### src/rtl/urgmatch_pkg.sv
package urgmatch_pkg;
  // Strobes from the sequencer to the datapath
  typedef struct packed {
    logic clearAll;   // reset tried masks and holders
    logic doPropose;  // perform one proposal this cycle
    logic running;    // proposal phase active
  } ctrlStrobes_t;
endpackage

### src/rtl/urgmatch_min_pick.sv
module urgmatch_min_pick #(
  parameter int NPORT = 4,
  parameter int URG_W = 8,
  parameter int IDX_W = 2
) (
  input  logic [NPORT-1:0]       elig,
  input  logic [NPORT*URG_W-1:0] urgVec,
  output logic [IDX_W-1:0]       bestIdx,
  output logic [URG_W-1:0]       bestUrg
);
  logic found;
  // Smallest urgency wins; equal values keep the lower index
  always_comb begin
    found   = 1'b0;
    bestIdx = '0;
    bestUrg = '1;
    for (int i = 0; i < NPORT; i++) begin
      if (elig[i] && (!found || urgVec[i*URG_W +: URG_W] < bestUrg)) begin
        found   = 1'b1;
        bestIdx = IDX_W'(i);
        bestUrg = urgVec[i*URG_W +: URG_W];
      end
    end
  end
endmodule

### src/rtl/urgmatch_ctrl.sv
module urgmatch_ctrl import urgmatch_pkg::*; (
  input  logic         clk,
  input  logic         rst_n,
  input  logic         start,
  input  logic         anyCand,
  output ctrlStrobes_t strobes,
  output logic         busy,
  output logic         done
);
  typedef enum logic [1:0] {ST_IDLE, ST_RUN, ST_FIN} state_t;
  state_t state, stateNext;

  always_comb begin
    stateNext = state;
    case (state)
      ST_IDLE: if (start) stateNext = ST_RUN;
      ST_RUN:  if (!anyCand) stateNext = ST_FIN;
      ST_FIN:  stateNext = ST_IDLE;
      default: stateNext = ST_IDLE;
    endcase
  end

  always_ff @(posedge clk) begin
    if (!rst_n) state <= ST_IDLE;
    else        state <= stateNext;
  end

  always_comb begin
    strobes.clearAll  = (state == ST_IDLE) && start;
    strobes.doPropose = (state == ST_RUN) && anyCand;
    strobes.running   = (state == ST_RUN);
  end

  assign busy = (state != ST_IDLE);
  assign done = (state == ST_FIN);

  // completion is a single-cycle pulse
  assert_done_pulse_R7: assert property (@(posedge clk) disable iff (!rst_n)
    done |=> !done);
  // running out of candidates leads straight to completion
  assert_run_finishes_R7: assert property (@(posedge clk) disable iff (!rst_n)
    (state == ST_RUN && !anyCand) |=> done);
  // a start seen mid-run does not drop the block back to idle
  assert_start_ignored_R2: assert property (@(posedge clk) disable iff (!rst_n)
    (state == ST_RUN && start) |=> busy);
endmodule

### src/rtl/urgmatch_datapath.sv
module urgmatch_datapath import urgmatch_pkg::*; #(
  parameter int NPORT = 4,
  parameter int URG_W = 8,
  parameter int IDX_W = 2
) (
  input  logic                     clk,
  input  logic                     rst_n,
  input  ctrlStrobes_t             strobes,
  input  logic [NPORT*NPORT*URG_W-1:0] urgFlat,
  input  logic [NPORT*NPORT-1:0]   emptyFlat,
  output logic                     anyCand,
  output logic [NPORT*IDX_W-1:0]   matchIn,
  output logic [NPORT-1:0]         matchValid
);
  logic [NPORT-1:0]       tried   [NPORT];  // tried[out][in]
  logic [NPORT-1:0]       holdValid;        // per input
  logic [IDX_W-1:0]       holdOut [NPORT];
  logic [URG_W-1:0]       holdUrg [NPORT];
  logic [NPORT-1:0]       elig    [NPORT];  // elig[out][in]
  logic [NPORT*URG_W-1:0] colUrg  [NPORT];
  logic [IDX_W-1:0]       bestIdx [NPORT];
  logic [URG_W-1:0]       bestUrg [NPORT];
  logic [NPORT-1:0]       holdsOut[NPORT];  // holdsOut[out][in]
  logic [IDX_W-1:0]       matchVec[NPORT];
  logic [NPORT-1:0]       outMatched;
  logic [IDX_W-1:0]       propOut, propIn;
  logic [URG_W-1:0]       propUrg;
  logic                   accept;

  // Per-output column view and candidate selection
  for (genvar j = 0; j < NPORT; j++) begin : g_out
    for (genvar i = 0; i < NPORT; i++) begin : g_in
      assign colUrg[j][i*URG_W +: URG_W] = urgFlat[(i*NPORT+j)*URG_W +: URG_W];
      assign elig[j][i] = !emptyFlat[i*NPORT+j]
                        && (colUrg[j][i*URG_W +: URG_W] != {URG_W{1'b1}})
                        && !tried[j][i];
    end
    urgmatch_min_pick #(.NPORT(NPORT), .URG_W(URG_W), .IDX_W(IDX_W)) u_pick (
      .elig   (elig[j]),
      .urgVec (colUrg[j]),
      .bestIdx(bestIdx[j]),
      .bestUrg(bestUrg[j])
    );
    assign matchIn[j*IDX_W +: IDX_W] = matchVec[j];
  end

  // Output view of the input holders
  always_comb begin
    for (int j = 0; j < NPORT; j++) begin
      outMatched[j] = 1'b0;
      matchVec[j]   = '0;
      for (int i = 0; i < NPORT; i++) begin
        holdsOut[j][i] = holdValid[i] && (holdOut[i] == IDX_W'(j));
        if (holdsOut[j][i]) begin
          outMatched[j] = 1'b1;
          matchVec[j]   = IDX_W'(i);
        end
      end
    end
  end
  assign matchValid = outMatched;

  // Lowest-numbered free output with a remaining candidate proposes
  always_comb begin
    anyCand = 1'b0;
    propOut = '0;
    for (int j = NPORT-1; j >= 0; j--) begin
      if (!outMatched[j] && (|elig[j])) begin
        anyCand = 1'b1;
        propOut = IDX_W'(j);
      end
    end
  end

  assign propIn  = bestIdx[propOut];
  assign propUrg = bestUrg[propOut];
  assign accept  = !holdValid[propIn]
                || (propUrg < holdUrg[propIn])
                || ((propUrg == holdUrg[propIn]) && (propOut < holdOut[propIn]));

  always_ff @(posedge clk) begin
    if (!rst_n || strobes.clearAll) begin
      holdValid <= '0;
      for (int k = 0; k < NPORT; k++) begin
        tried[k]   <= '0;
        holdOut[k] <= '0;
        holdUrg[k] <= '0;
      end
    end else if (strobes.doPropose) begin
      tried[propOut][propIn] <= 1'b1;
      if (accept) begin
        holdValid[propIn] <= 1'b1;
        holdOut[propIn]   <= propOut;
        holdUrg[propIn]   <= propUrg;
      end
    end
  end

  for (genvar i = 0; i < NPORT; i++) begin : g_chk
    // an input once paired stays paired until the next start
    assert_hold_kept_R8: assert property (@(posedge clk) disable iff (!rst_n)
      (holdValid[i] && !strobes.clearAll) |=> holdValid[i]);
    // an input only trades up, ties resolved toward lower output
    assert_hold_improves_R9: assert property (@(posedge clk) disable iff (!rst_n)
      (holdValid[i] && strobes.running) |=>
        (holdUrg[i] < $past(holdUrg[i])) ||
        ((holdUrg[i] == $past(holdUrg[i])) && (holdOut[i] <= $past(holdOut[i]))));
    // a held pair refers to a non-empty queue during the run
    assert_hold_nonempty_R3: assert property (@(posedge clk) disable iff (!rst_n)
      (holdValid[i] && strobes.running) |-> !emptyFlat[i*NPORT + int'(holdOut[i])]);
  end
  for (genvar j = 0; j < NPORT; j++) begin : g_chk_out
    // at most one input claims each output
    assert_single_partner_R4: assert property (@(posedge clk) disable iff (!rst_n)
      $onehot0(holdsOut[j]));
  end
endmodule

### src/rtl/urgency_matcher.sv
module urgency_matcher import urgmatch_pkg::*; #(
  parameter int NPORT = 4,
  parameter int URG_W = 8,
  localparam int IDX_W = (NPORT > 1) ? $clog2(NPORT) : 1
) (
  input  logic                         clk,
  input  logic                         rst_n,
  input  logic                         start,
  input  logic [NPORT*NPORT*URG_W-1:0] urgencyIn,
  input  logic [NPORT*NPORT-1:0]       emptyIn,
  output logic                         busy,
  output logic                         done,
  output logic [NPORT*IDX_W-1:0]       matchIn,
  output logic [NPORT-1:0]             matchValid
);
  ctrlStrobes_t strobes;
  logic         anyCand;

  urgmatch_ctrl u_ctrl (
    .clk    (clk),
    .rst_n  (rst_n),
    .start  (start),
    .anyCand(anyCand),
    .strobes(strobes),
    .busy   (busy),
    .done   (done)
  );

  urgmatch_datapath #(.NPORT(NPORT), .URG_W(URG_W), .IDX_W(IDX_W)) u_dp (
    .clk       (clk),
    .rst_n     (rst_n),
    .strobes   (strobes),
    .urgFlat   (urgencyIn),
    .emptyFlat (emptyIn),
    .anyCand   (anyCand),
    .matchIn   (matchIn),
    .matchValid(matchValid)
  );
endmodule

### config.mk
export PLATFORM = sky130hd
export DESIGN_NAME = urgency_matcher
export DESIGN_NICKNAME = d
export VERILOG_FILES = /design/src/rtl/urgmatch_pkg.sv /design/src/rtl/urgmatch_min_pick.sv /design/src/rtl/urgmatch_ctrl.sv /design/src/rtl/urgmatch_datapath.sv /design/src/rtl/urgency_matcher.sv
export SDC_FILE = /design/constraint.sdc
export NUM_CORES = 1
export LEC_CHECK = 0
export ABC_AREA = 1
export BUFFER_PORTS_ARGS = -buffer_cell sky130_fd_sc_hd__buf_2
export CELL_PAD_IN_SITES_DETAIL_PLACEMENT = 0
export CELL_PAD_IN_SITES_GLOBAL_PLACEMENT = 1
export CORE_MARGIN = 2
export CORE_UTILIZATION = 40
export CTS_CLUSTER_DIAMETER = 120
export DETAILED_ROUTE_END_ITERATION = 12
export PLACE_DENSITY = 0.95
export SETUP_SLACK_MARGIN = 0.05
export SYNTH_ARGS = -nofsm -noshare
export SYNTH_HDL_FRONTEND = slang
export SYNTH_HIERARCHICAL = 1
export SYNTH_SLANG_ARGS = --single-unit
### constraint.sdc
create_clock -name clk -period 7.9 [get_ports clk]
set_input_delay 0.395 -clock clk [delete_from_list [all_inputs] [get_ports clk]]
set_output_delay 0.395 -clock clk [all_outputs]
set_load 0.02 [all_outputs]
Yosys cells after proc, flatten, opt, wreduce, memory -nomap -nowiden
Memories as Yosys holds them, arrays and structs flattened.
Index checks and enable logic that the tools add are counted.
{"block": "word_totals", "register_bits": 6, "ramBits": 56, "input_bits": 147, "output_inout_bits": 14, "mem_count": 3}
{"block": "op_classes", "order_cmp": 17, "eq_ne": 33, "muxes": 107, "n_bitwise": 2, "reduce_logical": 148}
{"name": "u_dp.holdUrg", "depth": 4, "width": 8, "read_ports": 1, "rd_clocked_by_memory_dff": 0, "write_ports": 4, "line_no": "urgmatch_datapath.sv:18", "text": "logic [URG_W-1:0] holdUrg [NPORT];"}
{"name": "u_dp.tried", "depth": 4, "width": 4, "read_ports": 4, "rd_clocked_by_memory_dff": 0, "write_ports": 4, "line_no": "urgmatch_datapath.sv:15", "text": "logic [NPORT-1:0] tried [NPORT];"}
{"name": "u_dp.holdOut", "depth": 4, "width": 2, "read_ports": 5, "rd_clocked_by_memory_dff": 0, "write_ports": 4, "line_no": "urgmatch_datapath.sv:17", "text": "logic [IDX_W-1:0] holdOut [NPORT];"}
{"cell": "two-way mux 8 bit", "n": 19}
{"cell": "inequality test 8 bit (second input constant)", "n": 16}
{"cell": "< comparator 8 bit", "n": 13}
{"cell": "logical AND 1 bit", "n": 68}
{"cell": "two-way mux 2 bit", "n": 28}
{"cell": "two-way mux 1 bit", "n": 52}
{"cell": "zero test 1 bit", "n": 50}
{"cell": "OR reduction 4 bit", "n": 5}
{"cell": "equality test 2 bit (second input constant)", "n": 9}
{"cell": "binary-select mux 8 bit (select 2 bit)", "n": 1}
{"cell": "logical OR 1 bit", "n": 15}
{"cell": "two-way mux 4 bit", "n": 3}
{"cell": "equality test 2 x 1 -> 1 bit (second input constant)", "n": 5}
{"cell": "zero test 2 bit", "n": 5}
{"cell": "equality test 8 bit", "n": 1}
{"cell": "OR reduction 8 bit", "n": 1}
{"cell": "binary-select mux 2 bit (select 2 bit)", "n": 1}
{"cell": "inequality test 2 bit (second input constant)", "n": 2}
{"cell": "bitwise OR 4 bit", "n": 1}
{"cell": "case mux 2 bit (2 select lines)", "n": 1}
{"cell": "AND reduction 2 bit", "n": 2}
{"cell": "greater-or-equal comparator 3 bit (second input constant)", "n": 1}
{"cell": "< comparator 2 x 3 -> 1 bit (second input constant)", "n": 1}
{"cell": "NOT 2 -> 3 bit", "n": 1}
{"cell": "6 further kinds", "n": 6}

Logic depth before layout (Yosys ltp)
Gate-level depths: netlist (run 1).
{"block": "depth", "ltp_word": 30, "mapped_depth": 61, "mapped_depth_nobuf": 57}

Modules after synthesis
The synthesis (run 1) kept the hierarchy.
{"mod": "urgmatch_datapath", "n_inst": 1, "cells_per_inst": 572, "area_per_inst_um2": 4226.6, "seq_area_each_um2": 1761.7}
{"mod": "urgmatch_min_pick", "n_inst": 4, "cells_per_inst": 168, "area_per_inst_um2": 948.4, "seq_area_each_um2": 0.0}
{"mod": "urgmatch_ctrl", "n_inst": 1, "cells_per_inst": 16, "area_per_inst_um2": 116.4, "seq_area_each_um2": 40.0}

Least setup slack after synthesis (run 1)
No wires, ideal clock.
{"block": "synth_timing", "path_kind": "in2reg", "from": "in urgencyIn[13]", "to": "mem u_dp.holdOut[3][0] (enable)", "setup_time_ns": 0.316, "arrival_ns": 6.820, "required_ns": 7.584, "path_slack_ns": 0.764, "cell_stages": 57, "path_buffers": 4, "cell_sequence": "nand2_1 > nor2_1 > nand4_1 > nand2_1 > inv_1 > inv_1 > nor2_1 > ha_1 > nand2_1 > a21oi_2 > nand2_1 > nand2_1 > nand2_1 > nand2_1 > nand2_1 > nand2_4 > clkbuf_1 > o21ai_0 > (+21 left out) > nand3_1 > nand3_2 > nand2_4 > inv_1 > nand2_1 > buf_4 > o22ai_1 > nor2_1 > o21ai_0 > ha_1 > nand2_1 > o21a_1 > o221a_2 > a21oi_2 > nand2_4 > buf_12 > nand2_2 > nand2_1"}
{"element": "start: declaration", "line_no": "urgency_matcher.sv:9", "text": "input logic [NPORT*NPORT*URG_W-1:0] urgencyIn,"}
{"element": "end: declaration", "line_no": "urgmatch_datapath.sv:17"}

==> impl_metrics.json, run 1 <==
{
  "tritoncts": "done",
  "r2r_start": "u_dp/tried[2][0]$_SDFFCE_PN0P_",
  "rows": 52,
  "die_h_um": 146.5,
  "combinationalPowerShare_pct": 52.6,
  "grt_overflow": 0,
  "hold_path_depth": 3,
  "ant_nets": 0,
  "ios": 161,
  "fin_skew_ns": 0.008419,
  "vias": 8598,
  "drt_pre_antenna_iters": 7,
  "required_ns": 7.98,
  "path_clk_slew_ns": 0.05,
  "timing_hold_violations_final": 0,
  "end_kind": "flop",
  "cp_max_fo": 16,
  "min_path_type": "in2reg",
  "grt_use_total_pct": 21.80,
  "layout-drive-gt1-share_pct": 24.35,
  "r2r_slack_ns": 0.64,
  "n_antenna_cell": 0,
  "drv_slew": 0,
  "r2r_cells": 53,
  "path_common_cell": "nand2_1",
  "r2r_end": "u_dp/holdUrg[0][7]$_SDFFCE_PN0P_",
  "cts.sinks": 62,
  "nNetsFinal": 1664,
  "outcome": "finished clean",
  "placed_area_um2": 9290,
  "maxCapViolCount": 0,
  "yosysWarnings": 6,
  "area_growth_syn_to_layout_pct": 19.09,
  "path_class": "reg2reg",
  "path_buf_inv": 6,
  "syn_area_um2": 8125,
  "p_per_area_nw_per_um2": 166.0,
  "antenna_found_initial": 0,
  "drc": 0,
  "worstMarginPinSlew_ns": 0.9136,
  "hpwl_um": 20130,
  "hp-start": "rst_n",
  "clk_latency_ns": 0.33,
  "switching_share_pct": 42.97,
  "pwr-share-clk_pct": 21.9,
  "syn_area_per_cell_um2": 6.459,
  "h-tree-depth": 3,
  "place.port_buffers": 160,
  "cts_buffer_depth": 2,
  "path_delay_family": "simple AND/OR/NAND/NOR gates",
  "place_ws_ns": -0.2233,
  "setup_violations": 0,
  "cpPeakStageDelay_ns": 0.42,
  "finalCritPeriodShare_pct": 91.94,
  "grt_pass1_wl_um": 38130,
  "num-fill-cells": 2090,
  "p_int_w": 0.0009159,
  "rsz0062_at_grt": "false",
  "area.sequential_um2": 1802,
  "whs_endpoint": "u_ctrl/state[0]$_SDFFE_PN0P_",
  "leakage_nw": 5.184,
  "die_w_um": 146.5,
  "syn_inst": 1258,
  "max_freq_mhz": 137.7,
  "vias_per_cell": 5.049,
  "post-route-min-period_ns": 7.264,
  "grt_max_degree": 27,
  "setup_tns_ns": 0,
  "clock-root-buffer": "clkbuf_16",
  "p_sw_w": 0.0006900,
  "relSlewSlack_pct": 39.09,
  "start_util_pct": 40.42,
  "postRouteWirelength_um": 24080,
  "wire_per_inst_um": 14.14,
  "gp_congestion": 0.9388,
  "fin_util_pct": 48.13,
  "drtIter0Drc": 498,
  "cp.depth": 53,
  "cts_made_buffers": 9,
  "stdcell_area_um2": 9677,
  "ir_drop_uv": 126.0,
  "pwr-share-seq_pct": 25.5,
  "layout_setup_ws_ns": 0.6365,
  "arrival_ns": 7.34,
  "grt_pass1_vias": 7829,
  "core-area_um2": 20100,
  "multi_input_area_um2": 5632,
  "slowest_stage": "edfxtp_1",
  "dieArea_um2": 21470,
  "syn-num-nets": 1494,
  "cp-start-kind": "flop",
  "power_w": 0.001606
}
==> timing repair <==
item / in CTS / in global routing
hold buffers: 0 / 0
gates resized for setup: 2 / 48
cloned: 0 / 1
endpoints found under the setup margin: 20 / 84
pin swaps: 0 / 4
buffers inserted: 0 / 3
==> worst min-delay path: stages <==
cell	delay [ns]
buf_2	0.09
inv_1	0.06
a21oi_2	0.09
==> power groups by stage <==
stage	Clock, W	Combinational [W]	Sequential [W]
floorplan	0	0.000566	0.000406
global placement	0	0.000787	0.000413
detailed placement	0	0.000801	0.000414
CTS	0.000358	0.000808	0.000407
global route	0.000369	0.000950	0.000411
finish	0.000352	0.000845	0.000409
==> cells in the final DEF (no fill, tap or decap), types with 6 or more instances in the layout <==
master / n
a21oi_1: 34
nand2_4: 16
nand2_1: 369
a21oi_2: 8
inv_2: 8
buf_2: 160
nand3_1: 79
edfxtp_1: 56
nand3_2: 14
dfxtp_1: 6
nand2_2: 55
a32oi_1: 6
or2_2: 11
o21ai_0: 54
clkbuf_16: 9
o21ai_2: 8
o21ai_1: 23
ha_1: 89
nor2_1: 168
buf_4: 23
nand4_1: 8
inv_1: 159
nor2_2: 9
==> worst max path at each step <==
stage	start	to	slack [ns]
6_report	u_dp/tried[2][0]$_SDFFCE_PN0P_	u_dp/holdUrg[0][7]$_SDFFCE_PN0P_	0.64
5_1_grt	u_dp/tried[3][0]$_DFFE_PP_	u_dp/holdUrg[1][3]$_SDFFCE_PN0P_	0.05
4_1_cts	u_dp/tried[1][0]$_SDFFCE_PN0P_	u_dp/holdUrg[2][7]$_SDFFCE_PN0P_	0.11
3_5_place_dp	urgencyIn[13]	u_dp/holdUrg[2][3]$_SDFFCE_PN0P_	-0.22
3_3_place_gp	urgencyIn[13]	u_dp/holdUrg[0][7]$_SDFFCE_PN0P_	-0.06
2_1_floorplan	urgencyIn[13]	u_dp/holdOut[3][0]$_DFFE_PP_	0.76
==> stage by stage <==
step | hold slack, ns | cells
2_1_floorplan | 0.4833 | 1258
3_3_place_gp | 0.4977 | 1683
3_5_place_dp | 0.5148 | 1683
4_1_cts | 0.3244 | 1699
5_1_grt | 0.3514 | 1703
6_report | 0.3306 | 1703
==> state kept, by name, summed over array words and instances, names as in the netlist <==
| signal | count |
|---|---|
| u_dp/holdUrg | 32 |
| u_dp/tried | 16 |
| u_dp/holdOut | 8 |
| u_dp/holdValid | 4 |
| u_ctrl/state | 2 |
==> routing by layer <==
metal / part of all wire, % / wire length, um / vias to the layer above / global-route usage [%]
met4: 2.2 / 541 / 0 / 6.748
met2: 44 / 10570 / 318 / 34.55
met5: 0 / 0 / - / 0
met1: 46 / 11030 / 3811 / 31.03
li1: - / - / 4438 / -
met3: 8.0 / 1931 / 31 / 2.688
==> cell type report <==
class | instances | area share [%]
inverter | 169 | 6.607
clock buffer | 9 | 2.327
timing repair buffer | 184 | 10.27
tap | 270 | 3.491
multi-input combinational | 1002 | 58.20
clock inverter | 7 | 0.4913
sequential | 62 | 18.62
(Power assumes the default switching activity.)
==> run 2: changes to the inputs <==
--- a/config.mk
+++ b/config.mk
@@ -7,13 +7,12 @@
 export LEC_CHECK = 0
 export ABC_AREA = 1
 export BUFFER_PORTS_ARGS = -buffer_cell sky130_fd_sc_hd__buf_2
-export CELL_PAD_IN_SITES_DETAIL_PLACEMENT = 0
-export CELL_PAD_IN_SITES_GLOBAL_PLACEMENT = 1
 export CORE_MARGIN = 2
-export CORE_UTILIZATION = 40
+export CORE_UTILIZATION = 55
 export CTS_CLUSTER_DIAMETER = 120
 export DETAILED_ROUTE_END_ITERATION = 12
-export PLACE_DENSITY = 0.95
+export GPL_ROUTABILITY_DRIVEN = 0
+export PLACE_DENSITY = 0.92
 export SETUP_SLACK_MARGIN = 0.05
 export SYNTH_ARGS = -nofsm -noshare
 export SYNTH_HDL_FRONTEND = slang
==> run 2 against run 1 <==
Sequential power barely moved. Final cell count down 4.7%. Die area fell by 27%. Clock-buffer cell count unchanged. Utilization grew 19 points. Power is 6.6% higher. First-iteration DRC count is 130% higher. Non-clock buffer count is 6 higher. Via count increased by 6.3%. Hold slack improved by 0.0092 ns. Critical path depth decreased by 1. Maximum frequency shrank 3.3%. Largest power group unchanged. Highest routed layer unchanged.
==> impl_metrics.json, run 2 (synthesis results as in run 1) <==
{
  "end_kind": "flop",
  "tritoncts": "done",
  "start_util_pct": 56.12,
  "grt_overflow": 0,
  "leakage_nw": 5.230,
  "path_buf_inv": 9,
  "finalCritPeriodShare_pct": 95.07,
  "h-tree-depth": 3,
  "core-area_um2": 14480,
  "cts_buffer_depth": 2,
  "fin_skew_ns": 0.006308,
  "arrival_ns": 7.59,
  "layout_common_cells": "nand2_1, nor2_1, buf_2",
  "relSlewSlack_pct": 34.30,
  "vias_per_cell": 5.633,
  "ios": 161,
  "cpPeakStageDelay_ns": 0.45,
  "maxCapViolCount": 0,
  "clock-root-buffer": "clkbuf_16",
  "grt_pass1_wl_um": 38250,
  "n_antenna_cell": 0,
  "placed_cells": 1588,
  "dieArea_um2": 15760,
  "p_per_area_nw_per_um2": 176.6,
  "largest_register_ffs": 32,
  "layout-drive-gt1-share_pct": 25.16,
  "regMostFlops": "u_dp/holdUrg",
  "grt_pass1_vias": 8317,
  "path_class": "reg2reg",
  "post-route-min-period_ns": 7.510,
  "place.port_buffers": 160,
  "nNetsFinal": 1670,
  "layout_commonest_cell": "nand2_1",
  "grt_max_degree": 27,
  "power_w": 0.001712,
  "num-fill-cells": 1200,
  "wire_per_inst_um": 15.21,
  "grt_use_total_pct": 29.29,
  "layoutNonFillerInstCount": 1623,
  "area_growth_syn_to_layout_pct": 19.36,
  "cp_max_fo": 16,
  "drtIter0Drc": 1142,
  "clk_latency_ns": 0.33,
  "postRouteWirelength_um": 24690,
  "ant_nets": 0,
  "largestRegisters": "u_dp/holdUrg: 32 flops, u_dp/tried: 16 flops, u_dp/holdOut: 8 flops",
  "die_w_um": 125.5,
  "die_h_um": 125.5,
  "fin_util_pct": 66.98,
  "cp-start-kind": "flop",
  "outcome": "finished clean",
  "drc": 0,
  "cts.sinks": 62,
  "vias": 9142,
  "min_path_type": "in2reg",
  "drv_slew": 0,
  "path_clk_slew_ns": 0.06,
  "worstMarginPinSlew_ns": 0.9854,
  "timing_hold_violations_final": 0,
  "rows": 44,
  "cts_made_buffers": 9,
  "drt_pre_antenna_iters": 6,
  "required_ns": 7.98,
  "hpwl_um": 19120,
  "max_freq_mhz": 133.2,
  "r2r_slack_ns": 0.39,
  "path_delay_family": "simple AND/OR/NAND/NOR gates",
  "ir_drop_uv": 155.1,
  "setup_tns_ns": 0,
  "antenna_found_initial": 0,
  "setup_violations": 0,
  "slowest_stage": "edfxtp_1"
}
-- run 2: cell count changes in the layout (fill, tap and decap cells not counted), sizes merged --
cell,delta
bufinv,+2
clkinv,-1
buf,+6
inv,-1
-- run 2: metrics by stage --
step                      instance area, um2  worst slack, ns  hold WS, ns
after floorplan                         8125           0.7641       0.4833
after global placement                  9140           0.2263       0.4930
after detailed placement                9140          0.02297       0.5014
after CTS                               9463           0.1199       0.3386
after global routing                    9698          -0.1726       0.3730
final                                   9698           0.3898       0.3398
-- run 2: layout make-up --
cell class	count	area (um2)	share of cell area, %
multi-input cells	1002	5633	58.08
flip-flops and latches	62	1802	18.58
repair buffers	190	1076	11.10
inverters	169	634.4	6.541
well taps	184	230.2	2.374
clock buffers	9	225.2	2.322
clock inverters	7	97.59	1.006
-- run 2: worst register-to-register path, delay by kind of cell, from the launching register on --
kind / cells / cell delay [ns]
AOI/OAI and AO/OA: 13 / 2.08
DFF: 1 / 0.45
buffers and inverters: 9 / 0.88
adders and majority gates: 4 / 1.19
and+or+nand+nor: 26 / 2.65
-- run 2: final timing paths --
path | end | from | cells past startpoint
setup / recovery | u_dp/holdUrg[1][3]$_SDFFCE_PN0P_ | u_dp/tried[2][0]$_SDFFCE_PN0P_ | 52
hold / removal | u_ctrl/state[0]$_SDFFE_PN0P_ | start | 3
setup reg to reg | u_dp/holdUrg[1][3]$_SDFFCE_PN0P_ | u_dp/tried[2][0]$_SDFFCE_PN0P_ | 52
hold reg to reg | u_ctrl/state[1]$_SDFFE_PN0P_ | u_ctrl/state[0]$_SDFFE_PN0P_ | 2
-- run 2: layer usage --
layer / share of wire (%) / GRT usage, % / vias to the layer above
met5: 0 / 0 / -
met4: 4.0 / 9.869 / 0
met3: 12 / 5.434 / 99
met2: 45 / 49.00 / 549
met1: 39 / 38.12 / 4044
li1: - / - / 4450
-- run 2: power breakdown --
group	switching (W)	internal [W]
Combinational	0.000560	0.000318
Clock	0.000147	0.000277
Sequential	0.0000184	0.000391
Total	0.000726	0.000986
-- run 2: timing repair --
| item | CTS | global route |
|---|---|---|
| resized for setup | 0 | 51 |
| endpoints found under the setup margin | 0 | 84 |
| setup buffers | 0 | 18 |
| hold buffers | 0 | 0 |
